<file path="config.mk">
export PLATFORM = sky130hd
export DESIGN_NAME = bufram_wprot_ctrl
export DESIGN_NICKNAME = d
export VERILOG_FILES = /design/src/rtl/wprot_pkg.sv /design/src/rtl/wprot_loader.sv /design/src/rtl/wprot_reg_core.sv /design/src/rtl/wprot_range_dec.sv /design/src/rtl/bufram_wprot_ctrl.sv
export SDC_FILE = /design/constraint.sdc
export NUM_CORES = 1
export LEC_CHECK = 0
export BUFFER_PORTS_ARGS = -buffer_cell sky130_fd_sc_hd__buf_2
export CAP_MARGIN = 20
export CORE_ASPECT_RATIO = 1.25
export CORE_UTILIZATION = 42
export DETAILED_ROUTE_END_ITERATION = 6
export GPL_TIMING_DRIVEN = 0
export HOLD_SLACK_MARGIN = 0.12
export PLACE_DENSITY = 0.77
export SLEW_MARGIN = 10
export SYNTH_ARGS = -nofsm -noshare
export SYNTH_HDL_FRONTEND = slang
export SYNTH_SLANG_ARGS = --single-unit
</file>
<file path="constraint.sdc">
create_clock -name clk -period 2 [get_ports clk]
set_input_delay 0.4 -clock clk [delete_from_list [all_inputs] [get_ports clk]]
set_output_delay 0.4 -clock clk [all_outputs]
set_load 0.01 [all_outputs]
</file>
<file path="src/rtl/wprot_pkg.sv">
package wprot_pkg;

  // Register byte layout: bit 7 open, 6:4 reserved, 3 range-disable, 2:0 size
  typedef struct packed {
    logic       open;
    logic [2:0] rsv;
    logic       rdis;
    logic [2:0] size;
  } prot_t;

  localparam prot_t PROT_LOCKED = '{open: 1'b0, rsv: 3'b000, rdis: 1'b0, size: 3'b111};

endpackage

</file>
<file path="src/rtl/wprot_loader.sv">
module wprot_loader (
  input  logic clk,
  input  logic rst,
  input  logic nv_ack,
  output logic nv_req,
  output logic load_stb,
  output logic load_done
);

  typedef enum logic [1:0] {LD_REQ = 2'd0, LD_DONE = 2'd1} ld_state_t;

  ld_state_t state_q;

  always_ff @(posedge clk) begin
    if (rst) begin
      state_q <= LD_REQ;
    end else if (state_q == LD_REQ && nv_ack) begin
      state_q <= LD_DONE;
    end
  end

  assign nv_req    = (state_q == LD_REQ);
  assign load_stb  = (state_q == LD_REQ) && nv_ack;
  assign load_done = (state_q == LD_DONE);


  req_after_done_chk: assert property (@(posedge clk) disable iff (rst)
    load_done |-> !nv_req);


  done_stays_chk: assert property (@(posedge clk) disable iff (rst)
    $past(load_done) |-> load_done);

endmodule

</file>
<file path="src/rtl/wprot_reg_core.sv">
module wprot_reg_core
  import wprot_pkg::*;
(
  input  logic       clk,
  input  logic       rst,
  input  logic       load_stb,
  input  logic       load_done,
  input  logic [7:0] nv_data,
  input  logic       nv_err,
  input  logic       wr_en,
  input  logic [7:0] wdata,
  output prot_t      q
);

  prot_t w;
  logic  unused_rsv_w;

  assign w            = prot_t'(wdata);
  assign unused_rsv_w = ^w.rsv;

  always_ff @(posedge clk) begin
    if (rst) begin
      q <= PROT_LOCKED;
    end else if (load_stb) begin
      q <= nv_err ? PROT_LOCKED : prot_t'(nv_data);
    end else if (wr_en && load_done) begin
      q.open <= q.open & w.open;
      q.rdis <= q.rdis & w.rdis;
      if (q.rdis) begin
        q.size <= w.size;
      end
    end
  end


  open_sticky_chk: assert property (@(posedge clk) disable iff (rst)
    ($past(load_done) && !$past(q.open)) |-> !q.open);


  rdis_sticky_chk: assert property (@(posedge clk) disable iff (rst)
    ($past(load_done) && !$past(q.rdis)) |-> !q.rdis);


  size_lock_chk: assert property (@(posedge clk) disable iff (rst)
    ($past(load_done) && !$past(q.rdis)) |-> $stable(q.size));


  rsv_hold_chk: assert property (@(posedge clk) disable iff (rst)
    $past(load_done) |-> $stable(q.rsv));


  err_load_chk: assert property (@(posedge clk) disable iff (rst)
    (load_stb && nv_err) |=> (q == PROT_LOCKED));

endmodule

</file>
<file path="src/rtl/wprot_range_dec.sv">
module wprot_range_dec #(
  parameter int WIN_AW = 10,
  parameter int SEG_AW = 6
) (
  input  logic              ready,
  input  logic              open,
  input  logic              rdis,
  input  logic [2:0]        size,
  input  logic              ram_we,
  input  logic [WIN_AW-1:0] ram_addr,
  output logic              wr_block
);

  localparam int CW = WIN_AW + 1;
  localparam logic [CW-1:0] WIN_END = CW'(1) << WIN_AW;

  logic [CW-1:0] seg_cnt;
  logic [CW-1:0] range_lo;
  logic          in_range;
  logic          prot_hit;

  assign seg_cnt  = CW'(size) + CW'(1);
  assign range_lo = WIN_END - (seg_cnt << SEG_AW);
  assign in_range = ({1'b0, ram_addr} >= range_lo);

  always_comb begin
    if (!ready || !open) begin
      prot_hit = 1'b1;
    end else if (rdis) begin
      prot_hit = 1'b0;
    end else begin
      prot_hit = in_range;
    end
  end

  assign wr_block = ram_we & prot_hit;

endmodule

</file>
<file path="src/rtl/bufram_wprot_ctrl.sv">
module bufram_wprot_ctrl
  import wprot_pkg::*;
#(
  parameter int BUS_AW  = 4,
  parameter int REG_OFS = 9,
  parameter int WIN_AW  = 10,
  parameter int SEG_AW  = 6
) (
  input  logic              clk,
  input  logic              rst,
  input  logic [BUS_AW-1:0] bus_addr,
  input  logic              bus_we,
  input  logic [7:0]        bus_wdata,
  output logic [7:0]        bus_rdata,
  output logic              nv_req,
  input  logic              nv_ack,
  input  logic [7:0]        nv_data,
  input  logic              nv_err,
  output logic              load_done,
  input  logic              ram_we,
  input  logic [WIN_AW-1:0] ram_addr,
  output logic              wr_block
);

  prot_t q;
  logic  load_stb;
  logic  reg_hit;

  assign reg_hit = (bus_addr == BUS_AW'(REG_OFS));

  wprot_loader loader_i (
    .clk       (clk),
    .rst       (rst),
    .nv_ack    (nv_ack),
    .nv_req    (nv_req),
    .load_stb  (load_stb),
    .load_done (load_done)
  );

  wprot_reg_core core_i (
    .clk       (clk),
    .rst       (rst),
    .load_stb  (load_stb),
    .load_done (load_done),
    .nv_data   (nv_data),
    .nv_err    (nv_err),
    .wr_en     (bus_we && reg_hit),
    .wdata     (bus_wdata),
    .q         (q)
  );

  wprot_range_dec #(
    .WIN_AW (WIN_AW),
    .SEG_AW (SEG_AW)
  ) dec_i (
    .ready    (load_done),
    .open     (q.open),
    .rdis     (q.rdis),
    .size     (q.size),
    .ram_we   (ram_we),
    .ram_addr (ram_addr),
    .wr_block (wr_block)
  );

  always_ff @(posedge clk) begin
    if (rst) begin
      bus_rdata <= 8'h00;
    end else begin
      bus_rdata <= reg_hit ? 8'(q) : 8'h00;
    end
  end


  preload_block_chk: assert property (@(posedge clk) disable iff (rst)
    (!load_done && ram_we) |-> wr_block);


  closed_block_chk: assert property (@(posedge clk) disable iff (rst)
    (!q.open && ram_we) |-> wr_block);


  no_we_no_block_chk: assert property (@(posedge clk) disable iff (rst)
    !ram_we |-> !wr_block);


  rdata_miss_chk: assert property (@(posedge clk) disable iff (rst)
    ($past(!reg_hit) && !$past(rst)) |-> (bus_rdata == 8'h00));

endmodule

</file>
# Word-level counts from Yosys, hierarchy flattened
# Index checks and enable logic that the tools add are counted.
# Widths: inputs -> output; s select.
# totals
latchBits,0
ff_bits,17
output_inout_bits,11
input_bits,36
mem_count,0
romBits,0
elab_cells,33
mem_bits_rw,0
# op_classes
n_mul,0
muxes,8
magnitude_cmp,1
n_bitwise,4
n_reduce_logical,11
n_shift,0
n_eq_ne,1
n_div,0
n_addsub,2
# ops
cell,n
$ge 10x11->1,1
$sub 11x11->11 const A,1
$mux 4,2
$mux 8,1
$add 3x1->4 const B,1
$eq 4x4->1 const B,1
$mux 1,4
$reduce_bool 2->1,2
$and 1x1->1,3
$logic_and 1x1->1,3
$mux 3,1
$logic_not 1->1,2
$logic_not 2->1,1
$reduce_and 2->1,1
$reduce_or 2->1,1
$logic_or 1x1->1,1
$not 1->1,1

# Longest topological paths before layout
# Gate-level depths: netlist (run 1).
# logic_depth
ltp_word,6
ltp_mapped,8
mapped_depth_nobuf,8

# Cells and area by module
# From an unflattened synthesis (run 1), not the netlist that was laid out.
# unflattened
cells_unflattened,89
hier_area_um2,905.9
# by_module_without_submodules
module,n_inst,cells_each,area_each_um2
wprot_reg_core,1,39,362.8
bufram_wprot_ctrl,1,21,295.3
wprot_range_dec,1,25,207.7
wprot_loader,1,4,40.0

# Worst setup path before layout (run 1)
# Ideal clock, no wire load.
# synth_timing
kind,register to output
startpoint,"register, netlist name core_i.q[0]"
endpoint,output wr_block
required_time_ps,1600
slack_ps,11
t_arrival_ps,1589
n_path_buf,0
stages_incl_launch_ff,9
path_cell_list,dfxtp_1 > ha_1 > nand2b_1 > o21ai_0 > a2bb2oi_1 > nor2_1 > ha_1 > o2111ai_1 > a21boi_1
# synth_between
elab_chain_cells,6
# synth_rtl
item,line_no,text
$add 3x1->4,wprot_range_dec.sv:22,assign seg_cnt = CW'(size) + CW'(1);
$sub 11x11->11,wprot_range_dec.sv:23,assign range_lo = WIN_END - (seg_cnt << SEG_AW);
$ge 10x11->1,wprot_range_dec.sv:24,"assign in_range = ({1'b0, ram_addr} >= range_lo);"
$mux 1,wprot_range_dec.sv:29,end else if (rdis) begin
$mux 1,wprot_range_dec.sv:27,if (!ready || !open) begin
$and 1x1->1,wprot_range_dec.sv:36,assign wr_block = ram_we & prot_hit;
"end, declared",bufram_wprot_ctrl.sv:22,output logic wr_block
# No other way between the ends.

# Final worst setup path (run 1)
# layout_timing
startpoint,"register, netlist name core_i.q[0]"
endpoint,output wr_block
# layout_between
elab_chain_cells,6
# layout_rtl
item,line_no
$add 3x1->4,wprot_range_dec.sv:22
$sub 11x11->11,wprot_range_dec.sv:23
$ge 10x11->1,wprot_range_dec.sv:24
$mux 1,wprot_range_dec.sv:29
$mux 1,wprot_range_dec.sv:27
$and 1x1->1,wprot_range_dec.sv:36
# No other way between the ends.

==> metrics.log, run 1 <==
[metrics] later-pin clock latency in the skew report: 290 ps
[metrics] total placed instance area: 1070 um^2
[metrics] number of storage elements in the synthesis netlist: 17
[metrics] setup_tns: -371 ps
[metrics] fmax: 422 MHz
[metrics] remaining antenna violation count after routing: 0
[metrics] final number of setup-violating endpoints: 1
[metrics] pin count of the biggest net entering global routing: 11
[metrics] Clock transition at path regs: 100 ps
[metrics] drt first pass iters: 4
[metrics] final hold violation count: 0
[metrics] Worst Tran Pin Value: 424 ps
[metrics] biggest area consumer among synthesized cells: dfxtp_1
[metrics] H-tree Lvls: 1
[metrics] number of vias per cell after detailed routing: 5.35
[metrics] synthesis warning total: 0
[metrics] Port-buffer cells: 43
[metrics] average routed wire per standard cell: 11.8 um
[metrics] cell-by-cell trace of the critical path: ha_4, nor2_2, a21oi_2, a2bb2oi_2, nor2_1, ha_1, o2111ai_2, a21boi_1, buf_2
[metrics] area fraction of the dominant cell type after synthesis: 41.1%
[metrics] Hold/Removal Path Class: in -> reg
[metrics] run status: complete, but fails checks
[metrics] final setup margin: -371 ps
[metrics] GPL Wtd Cong: 0.724
[metrics] antenna violations before repair: 0
[metrics] CTS tree: yes
[metrics] capturing element type of the critical path: output port
[metrics] mean post-synth cell area: 9.10 um^2
[metrics] GRT Residual Overflow: 0
[metrics] total detailed-routing wirelength: 1.89 mm
[metrics] leakage power: 0.542 nW
[metrics] top fanout value on the critical path: 4
[metrics] proportion of register bits with asynchronous set or reset after synthesis: 0%
[metrics] die width: 41.7 um
[metrics] classification of the worst setup path: reg -> out
[metrics] root cell of the clock tree: clkbuf_4
[metrics] floorplan die height: 51.7 um
[metrics] Std-Cell Rows: 17
[metrics] most used flip-flop cell after synthesis: dfxtp_1
[metrics] total power: 0.724 mW
[metrics] post-cts hold buffer count: 0
[metrics] setup repair after global routing missed its margin: yes
[metrics] kind of launch point of the worst setup path: register
[metrics] post-synthesis instance area: 828 um^2
[metrics] Final Instance Area: 1160 um^2
[metrics] post-synthesis to final-layout area growth: 40.3%
[metrics] period utilization: 119%
[metrics] number of buffers between clock root and the deepest sink: 2
[metrics] cell with the most instances after synthesis: dfxtp_1
[metrics] worst setup skew after layout: 4.08 ps
[metrics] Initial Util: 45.8%
[metrics] top post-synthesis cells by area: dfxtp_1 41%, ha_1 7.6%, and2_1 6.0%, nor3_1 4.8%, nand2_1 3.6%
[metrics] Unique masters post-synth: 28
[metrics] diode insertion count for antenna repair: 0
[metrics] post-synthesis sequential area ratio: 41.1%
[metrics] most frequent cells after synthesis: 17 x dfxtp_1, 8 x and2_1, 8 x nand2_1, 8 x nor3_1, 7 x nor2_1
[metrics] Iteration-0 DRC Markers: 6
[metrics] max_cap viols: 0
[metrics] Rel. slew slack: 71.7%
[metrics] via count of the first global-routing pass: 791
[metrics] num ports: 47
[metrics] detailed-placement wirelength estimate: 1.42 mm
[metrics] final period demand of the worst path: 2370 ps
[metrics] post-layout utilization of the core: 64.3%
[metrics] CP arrival: 1970 ps
[metrics] CP Data Required Time: 1600 ps
[metrics] global-route wire length before repair: 3.06 mm
[metrics] count of flip-flops with a built-in enable after synthesis: 0
[metrics] via count of the routed design: 856
[metrics] Core Box Area: 1810 um^2
[metrics] failing checks: negative setup slack
[metrics] maximum cell stage delay along the critical path: 370 ps
[metrics] ratio of total power to cell area: 623 nW/um^2
[metrics] count of unresolved DRC violations after routing: 0
[metrics] post-layout net count: 183
[metrics] total routing resource utilization after global routing: 18.5%
[metrics] slowest stage cell on the critical path: dfxtp_4
[metrics] peak supply drop: 0.000368 V
[metrics] sink count of the clock tree: 17
[metrics] layout cell share with drive strength beyond 1: 43.3%
[metrics] post-synthesis instance total: 91
[metrics] Die ar.: 2150 um^2
[metrics] Synth Net Count: 132
[metrics] total clock buffers created by CTS: 3
[metrics] number of pins with negative max-slew slack in the final report: 0
[power breakdown]
part	total [mW]	internal, mW	switching [mW]
Clock	0.180	0.0775	0.103
Combinational	0.180	0.0997	0.0807
Sequential	0.364	0.349	0.0143
[timing repair]
| action | 4_1_cts | 5_1_grt |
|---|---|---|
| pin swaps | 1 | 0 |
| endpoints found under the setup margin | 1 | 1 |
| buffers inserted | 3 | 0 |
| gates resized for setup | 6 | 5 |
[through the flow]
step                      hold WS (ps)  worst slack [ps]  instances
after global routing               324              -513        160
after CTS                          304              -369        160
final                              312              -371        160
after global placement             436              -114        153
after floorplan                    427              10.7         91
after detailed placement           445              -163        153
[metal layers]
metal	wire length, um	vias to the layer above	global-route usage [%]
met3	76	5	2.08
met4	30	0	8.06
met1	769	397	20.6
li1	-	428	-
met2	1010	26	34.9
met5	0	-	0
[state kept, by name, indices dropped and copies added (netlist names)]
register / cells
loader_i.state_q: 1
core_i.q: 8
bus_rdata: 8
[layout make-up]
| type | count | area [um^2] |
|---|---|---|
| buffer | 3 | 18.8 |
| clock buffer | 4 | 26.3 |
| inverter | 3 | 11.3 |
| sequential | 17 | 348 |
| tap | 19 | 23.8 |
| multi-input combinational | 68 | 497 |
| timing repair buffer | 46 | 238 |
| fill | 156 | 646 |
[final timing paths]
check	from	end	slack, ps	depth (start not counted)
setup / recovery	core_i.q[0]	wr_block	-370	9
hold reg to reg	core_i.q[5]	core_i.q[5]	460	2
hold / removal	nv_data[7]	core_i.q[7]	310	3
setup reg to reg	loader_i.state_q[0]	core_i.q[1]	560	5
[cell families (layout without fill, tap and decap cells)]
| group | Yosys count | count (layout) | synth area share, % |
|---|---|---|---|
| AO/OA/AOI/OAI | 20 | 20 | 19.0 |
| AND/OR/NAND/NOR | 42 | 42 | 27.6 |
| flip-flops | 17 | 17 | 41.1 |
| XOR/XNOR | 1 | 1 | 1.06 |
| adder cells (fa/ha/maj) | 5 | 5 | 7.55 |
| buffers and inverters | 6 | 56 | 3.63 |
[layout by cell type (no fill, tap or decap), types with 2 or more instances in the layout]
cell type / count
o31ai_1: 2
dfxtp_1: 15
a21oi_1: 4
dfxtp_4: 2
o21ai_0: 2
nor3_1: 8
nand2b_1: 2
a211o_1: 3
ha_1: 4
clkbuf_1: 3
buf_2: 43
nor2_1: 6
and2_1: 8
nand3b_1: 3
clkbuf_4: 3
inv_1: 3
buf_4: 3
nand2_1: 8
[worst max-delay path, delay by kind of cell (launching register included)]
kind / cells / cell delay [ps]
flops: 1 / 370
fa+ha+maj: 2 / 570
buf+inv: 1 / 140
compound gates: 4 / 510
simple gates: 2 / 90
(Power assumes the default switching activity.)
==> inputs of run 2 (changes only) <==
--- a/config.mk
+++ b/config.mk
@@ -8,11 +8,11 @@
 export BUFFER_PORTS_ARGS = -buffer_cell sky130_fd_sc_hd__buf_2
 export CAP_MARGIN = 20
 export CORE_ASPECT_RATIO = 1.25
-export CORE_UTILIZATION = 42
+export CORE_UTILIZATION = 45
 export DETAILED_ROUTE_END_ITERATION = 6
 export GPL_TIMING_DRIVEN = 0
 export HOLD_SLACK_MARGIN = 0.12
-export PLACE_DENSITY = 0.77
+export PLACE_DENSITY = 0.82
 export SLEW_MARGIN = 10
 export SYNTH_ARGS = -nofsm -noshare
 export SYNTH_HDL_FRONTEND = slang
==> constraint.sdc (replaced) <==
create_clock -name clk -period 3.1 [get_ports clk]
set_input_delay 0.62 -clock clk [delete_from_list [all_inputs] [get_ports clk]]
set_output_delay 0.62 -clock clk [all_outputs]
set_load 0.01 [all_outputs]
==> run 2 against run 1 <==
  * The run now ends clean
  * Power fell by 39%
  * Sequential share of layout area grew 1.2 points
  * Combinational power is 49% lower
  * Routed wire length is 9.4% lower
  * Die area decreased by 6.4%
  * Final cell count fell by 1.9%
==> metrics.log, run 2 (synthesized netlist as in run 1, its figures left out) <==
[metrics] final setup margin: 394 ps (+765 ps)
[metrics] highest-count cells in the layout ignoring fill and taps: 43 x buf_2, 17 x dfxtp_1, 8 x nand2_1, 8 x nor3_1, 8 x and2_1
[metrics] Die ar.: 2020 um^2 (-6.4%)
[metrics] layout cell share with drive strength beyond 1: 36.2% (-7.0 points)
[metrics] final hold violation count: 0 (unchanged)
[metrics] GPL Wtd Cong: 0.712 (-1.6%)
[metrics] cell-by-cell trace of the critical path: ha_1, nor2_1, a21oi_1, a2bb2oi_1, nor2_1, ha_1, o2111ai_1, a21boi_1, buf_2
[metrics] most common cell after layout, fill and taps aside: buf_2
[metrics] startpoint of the most critical setup path: core_i.q[0]
[metrics] pin count of the biggest net entering global routing: 11 (unchanged)
[metrics] via count of the first global-routing pass: 718 (-9.2%)
[metrics] sink count of the clock tree: 17 (unchanged)
[metrics] endpoint of the most critical register-to-register path: core_i.q[2]
[metrics] classification of the worst setup path: reg -> out
[metrics] Port-buffer cells: 43 (unchanged)
[metrics] CP arrival: 2090 ps (+120 ps)
[metrics] number of buffers between clock root and the deepest sink: 2 (unchanged)
[metrics] ratio of total power to cell area: 403 nW/um^2 (-35%)
[metrics] total placed instance area: 1070 um^2 (unchanged)
[metrics] floorplan die height: 50.0 um (-3.3%)
[metrics] diode insertion count for antenna repair: 0 (unchanged)
[metrics] drt first pass iters: 4 (unchanged)
[metrics] hold slack final: 457 ps (+145 ps)
[metrics] worst slack at placement: 676 ps (+839 ps)
[metrics] run status: completed
[metrics] CP Depth: 9 (unchanged)
[metrics] total routing resource utilization after global routing: 20.9% (+2.4 points)
[metrics] Initial Util: 47.5% (+1.7 points)
[metrics] later-pin clock latency in the skew report: 280 ps (about the same)
[metrics] post-cts hold buffer count: 0 (unchanged)
[metrics] final period demand of the worst path: 2710 ps
[metrics] largest registers ranked by flip-flop count: bus_rdata: 8 flops, core_i.q: 8 flops, loader_i.state_q: 1 flops
[metrics] CTS tree: yes
[metrics] Std-Cell Rows: 17 (unchanged)
[metrics] worst path bufs/invs: 1 (unchanged)
[metrics] remaining antenna violation count after routing: 0 (unchanged)
[metrics] period utilization: 87.3%
[metrics] die width: 40.4 um (-3.2%)
[metrics] average routed wire per standard cell: 10.9 um (-7.7%)
[metrics] top fanout value on the critical path: 6 (+2)
[metrics] total clock buffers created by CTS: 3 (unchanged)
[metrics] worst setup skew after layout: 1.12 ps (-2.95 ps)
[metrics] net switching component of the power: 0.116 mW (-41%)
[metrics] number of buffers added for setup after CTS: 0 (-3)
[metrics] total detailed-routing wirelength: 1.71 mm (-9.4%)
[metrics] number of cells in the design after placement: 153 (unchanged)
[metrics] leakage power: 0.522 nW (-3.8%)
[metrics] Hold/Removal Path Class: reg -> reg
[metrics] detailed-placement wirelength estimate: 1.41 mm (-0.92%)
[metrics] fin cells: 157 (-1.9%)
[metrics] Rel. slew slack: 72.6% (+0.91 points)
[metrics] fmax: 370 MHz
[metrics] capturing element type of the critical path: output port
[metrics] Net Sw Frac: 26.3% (-0.97 points)
[metrics] root cell of the clock tree: clkbuf_4
[metrics] Iteration-0 DRC Markers: 7 (+1)
[metrics] Core Box Area: 1740 um^2 (-3.5%)
[metrics] via count of the routed design: 819 (-4.3%)
[metrics] GRT Residual Overflow: 0 (unchanged)
[metrics] Worst Tran Pin Value: 410 ps (-13.6 ps)
[metrics] final number of setup-violating endpoints: 0 (-1)
[metrics] number of cells upsized or downsized after cts: 0 (-6)
[metrics] H-tree Lvls: 1 (unchanged)
[metrics] setup repair after global routing missed its margin: no
[metrics] reg-to-reg startpoint: loader_i.state_q[0]
[metrics] Top Family by Delay on Critical Path: adder cells
[metrics] max_cap viols: 0 (unchanged)
[metrics] num ports: 47 (unchanged)
[metrics] slack of the worst reg-to-reg path: 1650 ps (+1090 ps)
[metrics] setup_tns: 0 ps (+371 ps)
[metrics] Fillers: 177 (+13%)
[metrics] CP Data Required Time: 2480 ps (+880 ps)
[metrics] sequential share of power: 53.3% (+3.1 points)
[metrics] post-synthesis to final-layout area growth: 32.0%
[metrics] number of cells traversed by the worst hold path: 2 (-1)
[metrics] kind of launch point of the worst setup path: register
[metrics] total internal power: 0.325 mW (-38%)
[metrics] peak supply drop: 0.000210 V (-43%)
[metrics] post-layout net count: 180 (-1.6%)
[metrics] slowest stage cell on the critical path: dfxtp_1
[metrics] antenna violations before repair: 0 (unchanged)
[metrics] crit path to: wr_block
[metrics] Clock transition at path regs: 90 ps (about the same)
[metrics] maximum cell stage delay along the critical path: 380 ps (about the same)
[metrics] Worst Reg2Reg Path Length in Cells: 5 (unchanged)
[metrics] count of unresolved DRC violations after routing: 0 (unchanged)
[metrics] number of pins with negative max-slew slack in the final report: 0 (unchanged)
[metrics] share of power burned in combinational logic: 20.8% (-4.1 points)
[metrics] Final Instance Area: 1090 um^2 (-5.9%)
[metrics] power share of the clock group: 25.9% (+1.0 points)
[metrics] number of vias per cell after detailed routing: 5.22 (-2.5%)
[metrics] global-route wire length before repair: 2.89 mm (-5.6%)
-- run 2: worst min-delay path, delay by kind of cell (launching register included) --
kind | cells | cell delay [ps]
compound gates | 1 | 50
flops | 1 | 320
simple gates | 1 | 50
-- run 2: area by class of cell --
class,instances,area [um^2],share of cell area (%)
sequential,17,340,31.1
multi-input combinational,68,458,41.9
inverter,3,11.3,1.03
clock buffer,4,26.3,2.40
timing repair buffer,43,215,19.7
tap,19,23.8,2.17
buffer,3,18.8,1.72
-- run 2: through the flow --
| stage | utilization (%) | total power, mW |
|---|---|---|
| finish | 62.7 | 0.441 |
| global route | 62.7 | 0.470 |
| global placement | 61.2 | 0.328 |
| floorplan | - | 0.295 |
| CTS | 62.7 | 0.446 |
| detailed placement | 61.2 | 0.332 |
-- run 2: power groups by stage --
| stage | registers, mW | clock network (mW) | logic, mW |
|---|---|---|---|
| 4_1_cts | 0.235 | 0.118 | 0.0928 |
| 2_1_floorplan | 0.239 | 0 | 0.0568 |
| 5_1_grt | 0.237 | 0.128 | 0.105 |
| 3_3_place_gp | 0.240 | 0 | 0.0881 |
| 3_5_place_dp | 0.240 | 0 | 0.0924 |
| 6_report | 0.235 | 0.114 | 0.0918 |
-- run 2: worst min-delay path by stage --
stage	from	end	slack, ps
global route	core_i.q[5]	core_i.q[5]	470
finish	core_i.q[5]	core_i.q[5]	460
detailed placement	core_i.q[5]	core_i.q[5]	440
global placement	core_i.q[4]	core_i.q[4]	440
CTS	core_i.q[5]	core_i.q[5]	460
floorplan	core_i.q[4]	core_i.q[4]	430
-- run 2: layer usage --
layer,global-route usage (%),share of wire (%)
met4,13.3,2.9
met3,2.70,5.0
met1,24.4,42
met2,33.3,50
met5,0,0
